**config.mk**
```make
export PLATFORM = sky130hd
export DESIGN_NAME = flash_cmd_decoder
export DESIGN_NICKNAME = d
export VERILOG_FILES = /design/src/rtl/flash_cmd_pkg.sv /design/src/rtl/fcd_classify.sv /design/src/rtl/fcd_accel.sv /design/src/rtl/fcd_seq.sv /design/src/rtl/flash_cmd_decoder.sv
export SDC_FILE = /design/constraint.sdc
export NUM_CORES = 1
export LEC_CHECK = 0
export BUFFER_PORTS_ARGS = -buffer_cell sky130_fd_sc_hd__buf_2
export CORE_MARGIN = 2
export CORE_UTILIZATION = 50
export CTS_CLUSTER_SIZE = 10
export DETAILED_ROUTE_END_ITERATION = 8
export MAX_ROUTING_LAYER = met4
export PLACE_DENSITY = 0.79
export SLEW_MARGIN = 25
export SYNTH_ARGS = -nofsm -noshare
export SYNTH_HDL_FRONTEND = slang
export SYNTH_HIERARCHICAL = 1
export SYNTH_SLANG_ARGS = --single-unit
```
**constraint.sdc**
```tcl
create_clock -name clk -period 5.34 [get_ports clk]
set_input_delay 0.534 -clock clk [delete_from_list [all_inputs] [get_ports clk]]
set_output_delay 0.534 -clock clk [all_outputs]
set_load 0.01 [all_outputs]
```
**src/rtl/flash_cmd_pkg.sv**
```systemverilog
package flash_cmd_pkg;

  localparam int unsigned CMD_W  = 8;
  localparam int unsigned NCODES = 8;

  // Index of each command code in the match vector
  localparam int unsigned IX_AA = 0;
  localparam int unsigned IX_55 = 1;
  localparam int unsigned IX_A0 = 2;
  localparam int unsigned IX_20 = 3;
  localparam int unsigned IX_25 = 4;
  localparam int unsigned IX_F0 = 5;
  localparam int unsigned IX_90 = 6;
  localparam int unsigned IX_00 = 7;

  typedef enum logic [2:0] {
    ST_IDLE,
    ST_UL1,
    ST_UL2,
    ST_PGM,
    ST_EXIT
  } seq_state_e;

  typedef enum logic [2:0] {
    EV_NONE,
    EV_PGM,
    EV_BUF,
    EV_ABORT,
    EV_ERR
  } seq_event_e;

  typedef struct packed {
    logic at_first;   // low address bits equal the first unlock address
    logic at_second;  // low address bits equal the second unlock address
    logic d_aa;
    logic d_55;
    logic d_a0;
    logic d_20;
    logic d_25;
    logic d_f0;
    logic d_90;
    logic d_00;
  } wr_class_t;

  function automatic logic [CMD_W-1:0] code_at(input int unsigned idx);
    case (idx)
      IX_AA:   code_at = 8'hAA;
      IX_55:   code_at = 8'h55;
      IX_A0:   code_at = 8'hA0;
      IX_20:   code_at = 8'h20;
      IX_25:   code_at = 8'h25;
      IX_F0:   code_at = 8'hF0;
      IX_90:   code_at = 8'h90;
      default: code_at = 8'h00;
    endcase
  endfunction

endpackage

```
**src/rtl/fcd_classify.sv**
```systemverilog
module fcd_classify
  import flash_cmd_pkg::*;
#(
  parameter int unsigned CMP_W = 12,
  parameter logic [CMP_W-1:0] UNLK_FIRST  = 12'h555,
  parameter logic [CMP_W-1:0] UNLK_SECOND = 12'h2AA
) (
  input  logic [CMP_W-1:0] addr_lo,
  input  logic [CMD_W-1:0] cmd,
  output wr_class_t        cls
);

  logic [NCODES-1:0] hit;

  for (genvar gi = 0; gi < NCODES; gi++) begin : g_code
    assign hit[gi] = (cmd == code_at(gi));
  end

  always_comb begin
    cls.at_first  = (addr_lo == UNLK_FIRST);
    cls.at_second = (addr_lo == UNLK_SECOND);
    cls.d_aa      = hit[IX_AA];
    cls.d_55      = hit[IX_55];
    cls.d_a0      = hit[IX_A0];
    cls.d_20      = hit[IX_20];
    cls.d_25      = hit[IX_25];
    cls.d_f0      = hit[IX_F0];
    cls.d_90      = hit[IX_90];
    cls.d_00      = hit[IX_00];
  end

endmodule

```
**src/rtl/fcd_accel.sv**
```systemverilog
module fcd_accel #(
  parameter int unsigned SYNC_STAGES = 2
) (
  input  logic clk,
  input  logic rst_n,
  input  logic acc_req,
  input  logic op_busy,
  output logic hold,
  output logic hold_set,
  output logic hold_clr
);

  logic [SYNC_STAGES-1:0] sync_q;
  logic                   acc_s;

  for (genvar gs = 0; gs < SYNC_STAGES; gs++) begin : g_sync
    if (gs == 0) begin : g_first
      always_ff @(posedge clk) begin
        if (!rst_n) sync_q[0] <= 1'b0;
        else        sync_q[0] <= acc_req;
      end
    end else begin : g_next
      always_ff @(posedge clk) begin
        if (!rst_n) sync_q[gs] <= 1'b0;
        else        sync_q[gs] <= sync_q[gs-1];
      end
    end
  end

  assign acc_s    = sync_q[SYNC_STAGES-1];
  assign hold_set = acc_s & ~hold;
  assign hold_clr = ~acc_s & hold & ~op_busy;

  always_ff @(posedge clk) begin
    if (!rst_n)        hold <= 1'b0;
    else if (hold_set) hold <= 1'b1;
    else if (hold_clr) hold <= 1'b0;
  end

endmodule

```
**src/rtl/fcd_seq.sv**
```systemverilog
module fcd_seq
  import flash_cmd_pkg::*;
#(
  parameter int unsigned ADDR_W = 23,
  parameter int unsigned DATA_W = 16
) (
  input  logic              clk,
  input  logic              rst_n,
  input  logic              wr_fire,
  input  logic [ADDR_W-1:0] wr_addr,
  input  logic [DATA_W-1:0] wr_data,
  input  wr_class_t         cls,
  input  logic              op_busy,
  input  logic              hold,
  input  logic              hold_set,
  input  logic              hold_clr,
  output logic              pgm_stb,
  output logic [ADDR_W-1:0] pgm_addr,
  output logic [DATA_W-1:0] pgm_data,
  output logic              buf_stb,
  output logic [ADDR_W-1:0] buf_addr,
  output logic              abort_stb,
  output logic              err_stb,
  output logic              byp_sw
);

  seq_state_e st_q, st_d;
  seq_event_e ev;
  logic       byp_d, eff_byp, abort_path, take;

  always_comb begin
    eff_byp    = byp_sw | hold;
    abort_path = ((st_q == ST_IDLE) && cls.at_first && cls.d_aa)
              || ((st_q == ST_UL1) && cls.at_second && cls.d_55)
              || ((st_q == ST_UL2) && cls.d_f0)
              || ((st_q == ST_IDLE) && !eff_byp && cls.d_f0);
    take  = wr_fire && (!op_busy || abort_path);
    st_d  = st_q;
    byp_d = byp_sw;
    ev    = EV_NONE;
    if (hold_clr) begin
      st_d  = ST_IDLE;
      byp_d = 1'b0;
    end else if (hold_set) begin
      st_d = ST_IDLE;
    end else if (take) begin
      case (st_q)
        ST_IDLE: begin
          if (cls.at_first && cls.d_aa)  st_d = ST_UL1;
          else if (!eff_byp)             ev = cls.d_f0 ? EV_ABORT : EV_ERR;
          else if (cls.d_a0)             st_d = ST_PGM;
          else if (cls.d_25)             ev = EV_BUF;
          else if (cls.d_90)             st_d = ST_EXIT;
          else                           ev = EV_ERR;
        end
        ST_UL1: begin
          if (cls.at_second && cls.d_55) st_d = ST_UL2;
          else begin
            st_d = ST_IDLE;
            ev   = EV_ERR;
          end
        end
        ST_UL2: begin
          st_d = ST_IDLE;
          if (cls.d_f0)                       ev = EV_ABORT;
          else if (eff_byp)                   ev = EV_ERR;
          else if (cls.at_first && cls.d_a0)  st_d = ST_PGM;
          else if (cls.at_first && cls.d_20)  byp_d = 1'b1;
          else if (cls.d_25)                  ev = EV_BUF;
          else                                ev = EV_ERR;
        end
        ST_PGM: begin
          st_d = ST_IDLE;
          ev   = EV_PGM;
        end
        ST_EXIT: begin
          st_d = ST_IDLE;
          if (cls.d_00) byp_d = 1'b0;
          else          ev = EV_ERR;
        end
        default: st_d = ST_IDLE;
      endcase
    end
  end

  always_ff @(posedge clk) begin
    if (!rst_n) begin
      st_q      <= ST_IDLE;
      byp_sw    <= 1'b0;
      pgm_stb   <= 1'b0;
      buf_stb   <= 1'b0;
      abort_stb <= 1'b0;
      err_stb   <= 1'b0;
      pgm_addr  <= '0;
      pgm_data  <= '0;
      buf_addr  <= '0;
    end else begin
      st_q      <= st_d;
      byp_sw    <= byp_d;
      pgm_stb   <= (ev == EV_PGM);
      buf_stb   <= (ev == EV_BUF);
      abort_stb <= (ev == EV_ABORT);
      err_stb   <= (ev == EV_ERR);
      if (ev == EV_PGM) begin
        pgm_addr <= wr_addr;
        pgm_data <= wr_data;
      end
      if (ev == EV_BUF) buf_addr <= wr_addr;
    end
  end

endmodule

```
**src/rtl/flash_cmd_decoder.sv**
```systemverilog
module flash_cmd_decoder
  import flash_cmd_pkg::*;
#(
  parameter int unsigned ADDR_W      = 23,
  parameter int unsigned DATA_W      = 16,
  parameter int unsigned CMP_W       = 12,
  parameter int unsigned SYNC_STAGES = 2
) (
  input  logic              clk,
  input  logic              rst_n,
  input  logic              wr_valid,
  output logic              wr_ready,
  input  logic [ADDR_W-1:0] wr_addr,
  input  logic [DATA_W-1:0] wr_data,
  input  logic              op_busy,
  input  logic              acc_req,
  output logic              pgm_stb,
  output logic [ADDR_W-1:0] pgm_addr,
  output logic [DATA_W-1:0] pgm_data,
  output logic              bufld_stb,
  output logic [ADDR_W-1:0] bufld_addr,
  output logic              abort_stb,
  output logic              err_stb,
  output logic              bypass_mode
);

  localparam logic [CMP_W-1:0] UNLK_FIRST  = CMP_W'('h555);
  localparam logic [CMP_W-1:0] UNLK_SECOND = CMP_W'('h2AA);

  wr_class_t cls;
  logic      hold, hold_set, hold_clr, byp_sw;

  assign wr_ready = 1'b1;

  fcd_classify #(
    .CMP_W      (CMP_W),
    .UNLK_FIRST (UNLK_FIRST),
    .UNLK_SECOND(UNLK_SECOND)
  ) u_classify (
    .addr_lo(wr_addr[CMP_W-1:0]),
    .cmd    (wr_data[CMD_W-1:0]),
    .cls    (cls)
  );

  fcd_accel #(
    .SYNC_STAGES(SYNC_STAGES)
  ) u_accel (
    .clk     (clk),
    .rst_n   (rst_n),
    .acc_req (acc_req),
    .op_busy (op_busy),
    .hold    (hold),
    .hold_set(hold_set),
    .hold_clr(hold_clr)
  );

  fcd_seq #(
    .ADDR_W(ADDR_W),
    .DATA_W(DATA_W)
  ) u_seq (
    .clk      (clk),
    .rst_n    (rst_n),
    .wr_fire  (wr_valid),
    .wr_addr  (wr_addr),
    .wr_data  (wr_data),
    .cls      (cls),
    .op_busy  (op_busy),
    .hold     (hold),
    .hold_set (hold_set),
    .hold_clr (hold_clr),
    .pgm_stb  (pgm_stb),
    .pgm_addr (pgm_addr),
    .pgm_data (pgm_data),
    .buf_stb  (bufld_stb),
    .buf_addr (bufld_addr),
    .abort_stb(abort_stb),
    .err_stb  (err_stb),
    .byp_sw   (byp_sw)
  );

  assign bypass_mode = byp_sw | hold;

endmodule

```
==> impl_metrics.ini <==
[power]
p_int_w = 0.000848
leakage_nw = 1.74
powerDensity_mw_per_mm2 = 264
p_clk_frac = 0.443
p_seq_frac = 0.499
switching_share = 0.226
p_sw_w = 0.000247
ir_worst_vdd_uv = 170
comb_power_share = 0.058

[critical_path]
r2r-start = u_seq/st_q[0]
path_class = input port to flop
cp-startpoint = wr_data[0]
critPathLaunchType = input port
critPathSlowestCell = nor4_1
path_cells = buf_2 > or3b_4 > nor4_1 > or3_1 > o41ai_1 > a221oi_1 > o2111a_1 > buf_4 > mux2i_1
cp.arrival_ns = 3.55
end_kind = flop
cp_max_fo = 23
worst-path-buf-inv = 2
critPathMaxStageDelay_ns = 0.83
cp_top_family = simple AND/OR/NAND/NOR gates
critPathRequiredTime_ns = 5.61
r2r_slack_ns = 2.97

[grt]
grt_use_total = 0.219
antenna_found_initial = 0
grt_max_degree = 70
grt_pass1_wl_mm = 12.5
grt_overflow_total = 0
first_global_vias = 2686

[floorplanning]
num_rows = 30
core_area_mm2 = 0.00668
dieArea_mm2 = 0.00746
dieWidth_um = 86.4
start_util = 0.508
ios = 112
die_h_um = 86.4

[timing]
slew_headroom = 0.326
rsz0062_at_grt = false
worst_slew_pin_slew_ns = 1.00
setup-tns-final_ns = 0
report.final.setup_viol = 0
period_share = 0.614
hold_viol = 0
fin_crit_ns = 3.28
max_freq_ghz = 0.305
slew_viol_final = 0
skew_ns = 0.00846

[detailed_routing]
drc = 0
vias = 2954
drtAntennaViolNets = 0
drt_iter0_markers = 148
wl_per_cell_um = 14.0
wirelength_mm = 7.79
vias_per_cell = 5.30
first_pass_iters = 4

[clocking]
hold_buffers = 0
cts_root_buf = clkbuf_8
cts_max_level = 3
clock_latency_ns = 0.34
cts_sinks = 73
cts_tree = built
postCtsSetupRepairBufs = 0
cts_buffers = 9
post_cts_resized = 0
clockBufferDepth = 2
clk_pin_slew_worst_paths_ns = 0.08

[status]
status = finished, final reports clean

[synthesis]
synth.avg_cell_area_um2 = 9.15
postSynth.asyncResetShare = 0
netlist_area_mm2 = 0.00339
synth_cell_types = 52
yosys_warnings = 6
synth_edf_count = 0
synth_area_leaders = dfxtp_1 (43%), mux2i_1 (18%), nand2_1 (12%)
synth-seq-cells = 73
syn_nets = 415
synth_top_area_share = 0.431
synthCells = 371
synth_flop_cell = dfxtp_1
synth_most_common_cell = nand2_1
synth_top_area_cell = dfxtp_1
synth_commonest_cells = nand2_1 (110), dfxtp_1 (73), mux2i_1 (62)
ys_seq_area_frac = 0.431

[placement]
gp_congestion = 0.978
io_buffers = 110
place_inst = 541
place_hpwl_mm = 5.60

[final_layout]
n_antenna_cell = 0
areaGrowthSynthToFinish_pct = 22.2
final_cells = 557
drive_gt1_frac = 0.308
final_nets = 516

[worst_hold_path]
holdCritPathClass = input port to flop
hold_start = wr_data[8]

[flow_run]
maxCapViolCount = 0
==> kinds of logic after synthesis <==
kind of cell	after synthesis	share of synthesized area
mux	62	0.183
buf+inv	29	0.0523
flops	73	0.431
other cells	1	0.00110
compound gates	34	0.0752
simple gates	172	0.258
==> cells in the final DEF, fill, tap and decap left out, types with 2 or more instances in the layout <==
master     netlist  routed
o21a_1           2       2
nand2_1        110     110
clkbuf_8         0      10
nor4b_1          3       3
or3_1            2       2
inv_1            4       4
a211oi_1         3       3
a311oi_1         2       2
nor4bb_1         6       6
and3_1           3       3
buf_4            5       5
a21oi_1         10      10
nor2_1           4       4
buf_2            1     110
nor2b_1          3       3
and2_1           5       5
or3b_4           3       3
nor3b_1          4       4
bufinv_16        0       2
nand4_1          4       4
mux2i_1         62      62
nor4_1           6       6
dfxtp_1         73      73
o21ai_0          3       3
or2_1            2       2
or2_2            2       2
nor3_1           5       5
nand3_1          2       2
==> power groups by stage <==
stage	logic, W	clock network (W)	registers [W]
4_1_cts	0.0000636	0.000498	0.000547
3_5_place_dp	0.0000632	0	0.000560
3_3_place_gp	0.0000624	0	0.000560
2_1_floorplan	0.0000356	0	0.000560
5_1_grt	0.0000710	0.000520	0.000547
6_report	0.0000637	0.000485	0.000547
==> registers in the layout, summed over array words and instances, names as in the netlist, 3 cells and up <==
signal / flops
u_seq/pgm_addr: 23
u_seq/pgm_data: 16
u_seq/st_q: 3
u_seq/buf_addr: 23
==> final cells by class <==
class / count / area, um2
tap: 80 / 100
timing repair buffer: 115 / 588
sequential: 73 / 1460
inverter: 4 / 15.0
clock buffer: 10 / 138
fill: 581 / 2530
multi-input combinational: 269 / 1760
clock inverter: 6 / 90.1
==> worst register-to-register path, cell delays in order, from the launching register on <==
cell and delay, ns:
dfxtp_1 0.60, nor3_2 0.16, nor2b_1 0.19, a221oi_1 0.46, o2111a_1 0.26, buf_4 0.36
mux2i_1 0.28
==> worst paths after layout <==
path / to / depth (start not counted)
setup / recovery: u_seq/buf_addr[6] / 9
hold / removal: u_seq/pgm_data[8] / 3
setup reg to reg: u_seq/buf_addr[6] / 6
hold reg to reg: u_seq/pgm_addr[19] / 2
==> metal layers <==
metal / part of all wire / track usage / up-vias
met5: 0 / - / -
met4: 0.019 / 0.0952 / 0
met3: 0.067 / 0.0629 / 13
met2: 0.47 / 0.334 / 87
met1: 0.44 / 0.271 / 1359
li1: - / - / 1495
==> metrics by stage <==
step	instance area (um2)	setup WS [ns]	power (W)	hold WS [ns]	utilization
2_1_floorplan	3390	2.39	0.000595	0.412	-
3_3_place_gp	3920	1.90	0.000622	0.415	0.587
3_5_place_dp	3920	1.77	0.000623	0.441	0.587
4_1_cts	4150	2.09	0.00111	0.405	0.621
5_1_grt	4150	1.88	0.00114	0.420	0.621
6_report	4150	2.06	0.00110	0.428	0.621
Note: power is estimated with default switching activity, not from simulation.
